<file path="config.mk">
export PLATFORM = sky130hd
export DESIGN_NAME = mbt_engine
export DESIGN_NICKNAME = d
export VERILOG_FILES = /design/src/rtl/mbt_pkg.sv /design/src/rtl/mbt_port.sv /design/src/rtl/mbt_seq.sv /design/src/rtl/mbt_engine.sv
export SDC_FILE = /design/constraint.sdc
export NUM_CORES = 1
export LEC_CHECK = 0
export ABC_AREA = 1
export ABC_CLOCK_PERIOD_IN_PS = 7100
export CORE_ASPECT_RATIO = 1.75
export CORE_MARGIN = 2
export CORE_UTILIZATION = 30
export CTS_CLUSTER_SIZE = 24
export DETAILED_ROUTE_END_ITERATION = 10
export PLACE_DENSITY = 0.51
export SYNTH_ARGS = -nofsm -noshare
export SYNTH_HDL_FRONTEND = slang
export SYNTH_SLANG_ARGS = --single-unit
</file>
<file path="constraint.sdc">
create_clock -name clk_i -period 7.1 [get_ports clk_i]
set_input_delay 0.71 -clock clk_i [delete_from_list [all_inputs] [get_ports clk_i]]
set_output_delay 0.71 -clock clk_i [all_outputs]
set_load 0.01 [all_outputs]
</file>
<file path="src/rtl/mbt_pkg.sv">
package mbt_pkg;
  typedef enum logic [3:0] {
    ST_IDLE, ST_D_WR, ST_D_RD, ST_FILL, ST_H_WR, ST_H_RD,
    ST_H_RST, ST_L_WR, ST_L_RD0, ST_L_RD, ST_L_RST
  } mbt_state_e;
endpackage

</file>
<file path="src/rtl/mbt_port.sv">
module mbt_port #(
  parameter int unsigned AW = 32,
  parameter int unsigned DW = 32,
  parameter logic [AW-1:0] BASE = '0
) (
  input  logic          clk_i,
  input  logic          rst_ni,
  input  logic          cmd_valid_i,
  input  logic          cmd_we_i,
  input  logic [AW-1:0] cmd_off_i,
  input  logic [DW-1:0] cmd_wdata_i,
  output logic          rsp_valid_o,
  output logic [DW-1:0] rsp_rdata_o,
  output logic          mem_req_o,
  output logic          mem_we_o,
  output logic [AW-1:0] mem_addr_o,
  output logic [DW-1:0] mem_wdata_o,
  input  logic          mem_ack_i,
  input  logic [DW-1:0] mem_rdata_i
);
  logic fire;
  assign fire = mem_req_o & mem_ack_i;

  always_ff @(posedge clk_i or negedge rst_ni) begin
    if (!rst_ni) begin
      mem_req_o   <= 1'b0;
      mem_we_o    <= 1'b0;
      mem_addr_o  <= '0;
      mem_wdata_o <= '0;
      rsp_valid_o <= 1'b0;
      rsp_rdata_o <= '0;
    end else begin
      rsp_valid_o <= fire;
      if (fire) begin
        mem_req_o <= 1'b0;
        if (!mem_we_o) rsp_rdata_o <= mem_rdata_i;
      end else if (cmd_valid_i) begin
        mem_req_o   <= 1'b1;
        mem_we_o    <= cmd_we_i;
        mem_addr_o  <= BASE + cmd_off_i;
        mem_wdata_o <= cmd_wdata_i;
      end
    end
  end

  assert_hold_req_R7: assert property (@(posedge clk_i) disable iff (!rst_ni)
    mem_req_o && !mem_ack_i |=> mem_req_o && $stable(mem_addr_o) &&
                                $stable(mem_we_o) && $stable(mem_wdata_o));
  assert_drop_req_R7: assert property (@(posedge clk_i) disable iff (!rst_ni)
    mem_req_o && mem_ack_i |=> !mem_req_o && rsp_valid_o);
  assert_one_outstanding_R7: assert property (@(posedge clk_i) disable iff (!rst_ni)
    cmd_valid_i |-> !mem_req_o && !rsp_valid_o);
  assert_rdata_capture_R7: assert property (@(posedge clk_i) disable iff (!rst_ni)
    mem_req_o && mem_ack_i && !mem_we_o |=> rsp_rdata_o == $past(mem_rdata_i));
endmodule

</file>
<file path="src/rtl/mbt_seq.sv">
module mbt_seq
  import mbt_pkg::*;
#(
  parameter int unsigned AW = 32,
  parameter int unsigned DW = 32,
  parameter logic [AW-1:0] BASE = '0
) (
  input  logic          clk_i,
  input  logic          rst_ni,
  input  logic          start_i,
  input  logic [AW-1:0] addr_mask_i,
  output logic          cmd_valid_o,
  output logic          cmd_we_o,
  output logic [AW-1:0] cmd_off_o,
  output logic [DW-1:0] cmd_wdata_o,
  input  logic          rsp_valid_i,
  input  logic [DW-1:0] rsp_rdata_i,
  output logic          busy_o,
  output logic          done_o,
  output logic          pass_o,
  output logic [AW-1:0] fail_addr_o
);
  localparam logic [AW-1:0] STEP  = AW'(DW / 8);
  localparam logic [DW-1:0] PAT_A = {(DW / 2){2'b10}};
  localparam logic [DW-1:0] PAT_5 = {(DW / 2){2'b01}};

  mbt_state_e    state_q, state_d;
  logic          pend_q;
  logic [DW-1:0] pat_q, pat_d;
  logic [AW-1:0] off_q, off_d, tst_q, tst_d, mask_q;
  logic [AW-1:0] first_chk, skip_chk, fin_addr;
  logic          fin, fin_ok, miss_a;

  function automatic logic live(input logic [AW-1:0] o);
    return |(o & mask_q);
  endfunction

  assign first_chk = (STEP == tst_q) ? (STEP << 1) : STEP;
  assign skip_chk  = ((off_q << 1) == tst_q) ? (off_q << 2) : (off_q << 1);
  assign miss_a    = rsp_rdata_i != PAT_A;

  assign busy_o      = state_q != ST_IDLE;
  assign cmd_valid_o = busy_o && !pend_q;

  always_comb begin
    cmd_we_o    = 1'b1;
    cmd_off_o   = '0;
    cmd_wdata_o = PAT_A;
    case (state_q)
      ST_D_WR:  cmd_wdata_o = pat_q;
      ST_D_RD:  cmd_we_o = 1'b0;
      ST_FILL:  cmd_off_o = off_q;
      ST_H_WR:  cmd_wdata_o = PAT_5;
      ST_H_RD:  begin cmd_we_o = 1'b0; cmd_off_o = off_q; end
      ST_L_WR:  begin cmd_off_o = tst_q; cmd_wdata_o = PAT_5; end
      ST_L_RD0: cmd_we_o = 1'b0;
      ST_L_RD:  begin cmd_we_o = 1'b0; cmd_off_o = off_q; end
      ST_L_RST: cmd_off_o = tst_q;
      default: ;
    endcase
  end

  always_comb begin
    state_d  = state_q;
    off_d    = off_q;
    tst_d    = tst_q;
    pat_d    = pat_q;
    fin      = 1'b0;
    fin_ok   = 1'b0;
    fin_addr = '0;
    if (state_q == ST_IDLE) begin
      if (start_i) begin
        state_d = ST_D_WR;
        pat_d   = {{(DW - 1){1'b0}}, 1'b1};
      end
    end else if (rsp_valid_i) begin
      case (state_q)
        ST_D_WR: state_d = ST_D_RD;
        ST_D_RD: begin
          if (rsp_rdata_i != pat_q) begin
            fin = 1'b1; fin_addr = BASE;
          end else if (pat_q[DW-1]) begin
            off_d   = STEP;
            state_d = live(STEP) ? ST_FILL : ST_H_WR;
          end else begin
            pat_d   = pat_q << 1;
            state_d = ST_D_WR;
          end
        end
        ST_FILL: begin
          if (live(off_q << 1)) off_d = off_q << 1;
          else begin off_d = STEP; state_d = ST_H_WR; end
        end
        ST_H_WR: state_d = live(STEP) ? ST_H_RD : ST_H_RST;
        ST_H_RD: begin
          if (miss_a) begin
            fin = 1'b1; fin_addr = BASE + off_q;
          end else if (live(off_q << 1)) off_d = off_q << 1;
          else state_d = ST_H_RST;
        end
        ST_H_RST: begin
          tst_d = STEP;
          if (live(STEP)) state_d = ST_L_WR;
          else begin fin = 1'b1; fin_ok = 1'b1; end
        end
        ST_L_WR: state_d = ST_L_RD0;
        ST_L_RD0: begin
          if (miss_a) begin
            fin = 1'b1; fin_addr = BASE;
          end else begin
            off_d   = first_chk;
            state_d = live(first_chk) ? ST_L_RD : ST_L_RST;
          end
        end
        ST_L_RD: begin
          if (miss_a) begin
            fin = 1'b1; fin_addr = BASE + off_q;
          end else if (live(skip_chk)) off_d = skip_chk;
          else state_d = ST_L_RST;
        end
        ST_L_RST: begin
          if (live(tst_q << 1)) begin
            tst_d = tst_q << 1; state_d = ST_L_WR;
          end else begin
            fin = 1'b1; fin_ok = 1'b1;
          end
        end
        default: state_d = ST_IDLE;
      endcase
    end
    if (fin) state_d = ST_IDLE;
  end

  always_ff @(posedge clk_i or negedge rst_ni) begin
    if (!rst_ni) begin
      state_q     <= ST_IDLE;
      pend_q      <= 1'b0;
      pat_q       <= '0;
      off_q       <= '0;
      tst_q       <= '0;
      mask_q      <= '0;
      done_o      <= 1'b0;
      pass_o      <= 1'b0;
      fail_addr_o <= '0;
    end else begin
      state_q <= state_d;
      pat_q   <= pat_d;
      off_q   <= off_d;
      tst_q   <= tst_d;
      done_o  <= fin;
      if (cmd_valid_o) pend_q <= 1'b1;
      else if (rsp_valid_i) pend_q <= 1'b0;
      if (fin) begin
        pass_o      <= fin_ok;
        fail_addr_o <= fin_ok ? '0 : fin_addr;
      end else if (state_q == ST_IDLE && start_i) begin
        mask_q      <= addr_mask_i;
        pass_o      <= 1'b0;
        fail_addr_o <= '0;
      end
    end
  end

  assert_done_pulse_R8: assert property (@(posedge clk_i) disable iff (!rst_ni)
    done_o |=> !done_o);
  assert_hold_result_R8: assert property (@(posedge clk_i) disable iff (!rst_ni)
    !busy_o && !start_i |=> $stable(pass_o) && $stable(fail_addr_o));
  assert_done_idle_R8: assert property (@(posedge clk_i) disable iff (!rst_ni)
    done_o |-> !busy_o && $past(busy_o));
  assert_pass_zero_R6: assert property (@(posedge clk_i) disable iff (!rst_ni)
    done_o && pass_o |-> fail_addr_o == '0);
endmodule

</file>
<file path="src/rtl/mbt_engine.sv">
module mbt_engine #(
  parameter int unsigned AW = 32,
  parameter int unsigned DW = 32,
  parameter logic [AW-1:0] BASE = 'h4000_0000
) (
  input  logic          clk_i,
  input  logic          rst_ni,
  input  logic          start_i,
  input  logic [AW-1:0] addr_mask_i,
  output logic          busy_o,
  output logic          done_o,
  output logic          pass_o,
  output logic [AW-1:0] fail_addr_o,
  output logic          mem_req_o,
  output logic          mem_we_o,
  output logic [AW-1:0] mem_addr_o,
  output logic [DW-1:0] mem_wdata_o,
  input  logic          mem_ack_i,
  input  logic [DW-1:0] mem_rdata_i
);
  logic          cmd_valid, cmd_we, rsp_valid;
  logic [AW-1:0] cmd_off;
  logic [DW-1:0] cmd_wdata, rsp_rdata;

  mbt_seq #(.AW(AW), .DW(DW), .BASE(BASE)) u_seq (
    .clk_i, .rst_ni, .start_i, .addr_mask_i,
    .cmd_valid_o(cmd_valid), .cmd_we_o(cmd_we), .cmd_off_o(cmd_off),
    .cmd_wdata_o(cmd_wdata), .rsp_valid_i(rsp_valid), .rsp_rdata_i(rsp_rdata),
    .busy_o, .done_o, .pass_o, .fail_addr_o
  );

  mbt_port #(.AW(AW), .DW(DW), .BASE(BASE)) u_port (
    .clk_i, .rst_ni,
    .cmd_valid_i(cmd_valid), .cmd_we_i(cmd_we), .cmd_off_i(cmd_off),
    .cmd_wdata_i(cmd_wdata), .rsp_valid_o(rsp_valid), .rsp_rdata_o(rsp_rdata),
    .mem_req_o, .mem_we_o, .mem_addr_o, .mem_wdata_o, .mem_ack_i, .mem_rdata_i
  );
endmodule

</file>
Yosys cells after proc, flatten, opt, wreduce, memory -nomap -nowiden
Index checks and enable logic that the tools add are counted.
{ "word_totals": {"reg_bits": 266, "inputBits": 68, "output_inout_bits": 101, "elab_cells": 158} }
{ "op_classes": {"add_sub_neg": 2, "n_eq_ne": 35, "n_mux": 65, "n_bitwise": 9, "reduce_logical": 31} }
{ "op_table": {"columns": ["cell", "count"], "rows": [
  ["two-way mux 32 bit", 22],
  ["one-hot mux 32 bit (2 select lines)", 3],
  ["one-hot mux 32 bit (5 select lines)", 1],
  ["AND 32 bit", 4],
  ["OR reduction 32 bit", 4],
  ["one-hot mux 32 bit (3 select lines)", 1],
  ["adder 31 x 32 -> 32 bit (first input constant)", 2],
  ["two-way mux 31 bit", 2],
  ["two-way mux 4 bit", 15],
  ["one-hot mux 4 bit (10 select lines)", 1],
  ["== test 3 x 32 -> 1 bit (first input constant)", 1],
  ["== test 32 bit", 1],
  ["inequality test 32 bit", 1],
  ["inequality test 32 bit (second input constant)", 1],
  ["inequality test 4 x 3 -> 1 bit (second input constant)", 7],
  ["== test 4 x 3 -> 1 bit (second input constant)", 4],
  ["two-way mux 1 bit", 15],
  ["inequality test 2 bit (second input constant)", 7],
  ["== test 4 bit (second input constant)", 3],
  ["nonzero test 2 bit", 6],
  ["AND reduction 11 bit", 1],
  ["AND reduction 10 bit", 1],
  ["== test 4 x 2 -> 1 bit (second input constant)", 2],
  ["inequality test 2 x 1 -> 1 bit (second input constant)", 4],
  ["other kinds (21)", 33]
]} }

Depth between registers and ports, before layout
{ "logic_depth": {"word_depth": 10, "ltp_mapped": 22, "depth_no_buf": 21} }

Hierarchy
From an unflattened synthesis, not the netlist that was laid out.
{ "hier_totals": {"hier_cells": 1708, "hier_area_um2": 12976.2} }
{ "modules_own_cells": {"columns": ["mod", "instances", "cells_each", "area_each_um2", "seq_area_each_um2"], "rows": [
  ["mbt_seq", 1, 1285, 9207.6, 3978.8],
  ["mbt_port", 1, 423, 3768.6, 2477.4]
]} }

Least setup slack after synthesis
No wires, ideal clock.
{ "synth_path": {"path_kind": "reg-to-reg", "from": "register u_seq.tst_q[7]", "to": "register u_seq.off_q[29]", "setup_time_ns": 0.123, "arrival_time_ns": 2.230, "required_ns": 6.977, "setup_slack_ns": 4.747, "path_stages_with_launch": 20, "n_path_buf": 4, "period_less_slack_ns": 2.353, "cell_sequence": "dfrtp_1 buf_2 xor2_1 nor2_1 nand3_2 nor2_8 buf_8 nand3_1 nand3_1 nand2_1 nor2_1 nand2_1 nor2_2 nand3_1 nand3_2 inv_2 buf_6 buf_6 nand2_1 o21ai_1"} }
{ "synth_via": {"elab_chain_cells": 6, "word_cells_on_any_way": 9, "classes_between": "eq/ne (2); mux (4); bitwise (1); reduce/logical (2)"} }
{ "synth_lines": {"columns": ["item", "line", "text"], "rows": [
  ["from (decl)", "mbt_seq.sv:30", "logic [AW-1:0] off_q, off_d, tst_q, tst_d, mask_q;"],
  ["from (signal assigned)", "mbt_seq.sv:149", "tst_q <= tst_d;"],
  ["== test 32 bit (*)", "mbt_seq.sv:39", "assign skip_chk = ((off_q << 1) == tst_q) ? (off_q << 2) : (off_q << 1);"],
  ["two-way mux 32 bit (*)", "mbt_seq.sv:39", null],
  ["AND 32 bit", "mbt_seq.sv:35", "return |(o & mask_q);"],
  ["OR reduction 32 bit", "mbt_seq.sv:35", null],
  ["inequality test 2 x 1 -> 1 bit (no line)", null, null],
  ["AND reduction 10 bit (no line)", null, null],
  ["to (signal assigned)", "mbt_seq.sv:139", "off_q <= '0;"],
  ["to (signal assigned)", "mbt_seq.sv:148", "off_q <= off_d;"],
  ["to (decl)", "mbt_seq.sv:30", null]
]} }
Every way passes the cells marked *; elsewhere a longest branch is shown, timed or not. The select of a mux whose other input is x is not followed.
A chain may end at the register's enable or synchronous reset.

Final worst setup path
{ "layout_path": {"from": "register u_seq.off_q[2]", "to": "register u_seq.off_q[5]"} }
{ "layout_via": {"elab_chain_cells": 6, "word_cells_on_any_way": 13, "classes_between": "eq/ne (3); mux (5); bitwise (2); reduce/logical (3)"} }
{ "layout_lines": {"columns": ["item", "line"], "rows": [
  ["== test 32 bit", "mbt_seq.sv:39"],
  ["two-way mux 32 bit", "mbt_seq.sv:39"],
  ["AND 32 bit", "mbt_seq.sv:35"],
  ["OR reduction 32 bit", "mbt_seq.sv:35"],
  ["inequality test 2 x 1 -> 1 bit (no line)", null],
  ["AND reduction 10 bit (no line)", null]
]} }
Several ways; a longest one is shown, not always the timed one. The select of a mux whose other input is x is not followed.

==> impl_metrics.csv <==
group,metric,value,unit
clock_network,tritoncts,"built",
critical_path,slowest_stage,"inv_2",
sta,relSlewSlack,0.196,
sta,rsz0062_at_grt,"false",
logic_synthesis,synth_flop_cell,"dfrtp_1",
grt,grt_pass1_wl,73.5,mm
placed_design,io_buffers,162,
job,maxCapViolCount,0,
finish,syn2layout_area_growth,23.5,%
critical_path,max_stage_delay,720,ps
logic_synthesis,synth_xor_area_frac,0.0263,
logic_synthesis,syn_area,12600,sq um
detailed_routing,drt-wirelength-per-cell,21.8,microns
pwr,peakVddDrop,0.200,mV
clock_network,ctsRootBufferMaster,"clkbuf_16",
sta,max_freq,0.234,GHz
grt,grtUsageTotal,0.221,
pwr,p_leak,7.06,nW
logic_synthesis,syn_area_per_cell,8.30,sq um
logic_synthesis,synth_edf_count,0,
sta,worst_pin_slew,1200,ps
critical_path,required,7450,ps
status,status,"finished clean",
logic_synthesis,synth-seq-area-share,0.507,
grt,antenna_found_initial,0,
placed_design,place_area,14700,sq um
logic_synthesis,synthTopCellsByArea,"dfrtp_1, nand2_1, nand3_1, o21ai_0, inv_1",
finish,fin_area,15600,sq um
sta,hold_violations,0,
logic_synthesis,synth_fa_ha_area_frac,0,
sta,period_needed,4280,ps
die,die-area,43900,sq um
logic_synthesis,syn_inst,1524,
clock_network,path_clk_slew,70,ps
detailed_routing,drt-total-wl,48.6,mm
critical_path,path_max_fanout,59,
grt,grt_overflow_total,0,
placed_design,dpl.hpwl,36.0,mm
die,fp.dieW,159,microns
clock_network,cts_made_buffers,27,
finish,antenna_cells,0,
detailed_routing,post-route-drc-count,0,
grt,grt_pass1_vias,12000,
clock_network,clockBufferDepth,3,
grt,grt_max_degree,171,
critical_path,critPathBufInv,2,
critical_path,cp-end-kind,"flop",
clock_network,cts_setup_buffers,0,
logic_synthesis,synth_top_area_frac,0.507,
sta,period_share,0.602,
critical_path,worstSetupStartpointType,"flop",
critical_path,critPathKind,"reg2reg",
min_path,worst_hold_path_type,"in2async",
logic_synthesis,yosys_warnings,0,
die,placeableCoreArea,41600,sq um
logic_synthesis,synthSimpleGateAreaFrac,0.220,
critical_path,crit_arrival,4620,ps
clock_network,hold_buffers,0,
sta,final-max-slew-violation-count,0,
logic_synthesis,synth-compound-area-share,0.155,
pwr,cellPowerDensity,396,nW/um^2
die,die_y,276,microns
critical_path,path_cells,"inv_2, nand2_1, nand3_1, nor2_1, nand2_1, nor2_1, nand2_1, nand2_1, nand3_1, nand2_1, nor2_1, nand2_1, nor2_1, nand3_1, nand3_2, inv_2, o21ai_1",
finish,drive_gt1_frac,0.0742,
critical_path,crit_path_frequent_cell,"nand2_1",
die,ios,169,
logic_synthesis,synth-async-reset-ratio,1.00,
die,start_util,0.304,
clock_network,h-tree-depth,1,
sta,finalSetupViolCount,0,
detailed_routing,drt-pass1-iter-count,5,
detailed_routing,first_iter_violations,756,
sta,skew,11.2,ps
detailed_routing,vias_per_cell,5.17,
clock_network,clkLatencyLatePin,560,ps
logic_synthesis,yosys.area.top_type,"dfrtp_1",
pwr,power.total,0.00619,W
logic_synthesis,synth.distinct_cells,44,
clock_network,cts_resized,0,
critical_path,cpLargestDelayFamily,"simple AND/OR/NAND/NOR gates",
placed_design,routabilityCongestion,0.922,
detailed_routing,final_antenna_net_count,0,
logic_synthesis,synth_top_family_by_area,"simple AND/OR/NAND/NOR gates",
detailed_routing,vias,11500,
finish,fin_nets,1719,
clock_network,numClockSinks,256,
logic_synthesis,ys_ff_latch,256,
die,row_count,99,
logic_synthesis,synth_mux_area_frac,0.0196,
sta,fin_setup_tns,0,ps
finish,most-common-layout-cells,"nand2_1, dfrtp_1, clkdlybuf4s50_1",
finish,final_common_cell,"nand2_1",
report_power, final:
part           switching, W  internal, W  leakage (nW)
Clock              0.000628     0.000852         0.434
Sequential         0.000407      0.00183          3.30
Combinational       0.00149     0.000974          3.32
Total               0.00253      0.00366          7.06
worst register-to-register path, cell delays in order (launching register included):
cell and delay (ps):
dfrtp_1 640, inv_2 220, nand2_1 140, nand3_1 90, nor2_1 110, nand2_1 80, nor2_1 110, nand2_1 700
nand2_1 310, nand3_1 100, nand2_1 130, nor2_1 60, nand2_1 50, nor2_1 60, nand3_1 100, nand3_2 100
inv_2 720, o21ai_1 340
synthesized netlist by cell type (2+ instances only):
library cell / instances
a211oi_1: 2
a21oi_1: 60
a221oi_1: 12
a2bb2oi_1: 44
buf_1: 5
buf_2: 6
buf_4: 4
buf_6: 5
clkbuf_1: 54
dfrtp_1: 256
inv_1: 116
inv_2: 32
mux2_2: 22
nand2_1: 394
nand3_1: 132
nand3_2: 3
nand4_1: 16
nor2_1: 86
nor2_2: 2
nor2_8: 2
nor3_1: 11
nor4_1: 10
o2111ai_1: 2
o21ai_0: 97
o21ai_1: 30
o22ai_1: 66
or2_2: 2
xnor2_1: 12
xor2_1: 26
path summary, 6_finish.rpt:
path                                                endpoint                       start  slack [ps]  depth (start not counted)
setup / recovery                  u_seq.off_q[5]$_DFFE_PN0P_  u_seq.off_q[2]$_DFFE_PN0P_        2820                         17
setup reg to reg                  u_seq.off_q[5]$_DFFE_PN0P_  u_seq.off_q[2]$_DFFE_PN0P_        2820                         17
hold / removal             u_seq.fail_addr_o[10]$_DFFE_PN0P_                      rst_ni         160                          1
max in group asynchronous  u_port.mem_wdata_o[6]$_DFFE_PN0P_                      rst_ni        5530                          2
min in group clk_i                  u_seq.pend_q$_DFFE_PN0P_    u_seq.pend_q$_DFFE_PN0P_         480                          2
hold reg to reg                     u_seq.pend_q$_DFFE_PN0P_    u_seq.pend_q$_DFFE_PN0P_         480                          2
area by class of cell:
cell class,count,area (sq um)
clock buffers,36,749
well taps,555,694
inverters,148,556
repair buffers,171,1710
clock inverters,13,154
multi-input cells,1047,5360
flip-flops and latches,256,6410
fillers,4412,26000
sequential cells by signal, indices dropped and copies added (netlist names), 4 cells and up:
signal	flops
u_port.mem_wdata_o	32
u_seq.tst_q	30
u_seq.fail_addr_o	30
u_seq.mask_q	30
u_port.rsp_rdata_o	32
u_seq.off_q	30
u_seq.pat_q	32
u_port.mem_addr_o	30
u_seq.state_q	4
logic make-up after synthesis:
family	Yosys count
AOI/OAI and AO/OA	323
xor gates and xnor gates	38
muxes	22
buffers and inverters	224
other	1
DFF	256
and+or+nand+nor	660
layer usage:
metal,GRT usage,vias to the layer above,wire length [microns]
li1,-,5390,-
met5,0,-,0
met4,0.147,0,3750
met2,0.444,354,27200
met1,0.209,5611,15900
met3,0.0231,151,1800
metrics by stage:
| stage | worst slack [ps] | std cells | hold WS, ps | utilization |
|---|---|---|---|---|
| after floorplan | 4750 | 1527 | 414 | - |
| after global placement | 3020 | 2177 | 466 | 0.354 |
| after detailed placement | 2940 | 2177 | 469 | 0.354 |
| after CTS | 2920 | 2226 | 177 | 0.375 |
| after global routing | 2510 | 2226 | 204 | 0.375 |
| final | 2820 | 2226 | 156 | 0.375 |
No activity file was read; power rests on OpenSTA's default activity.
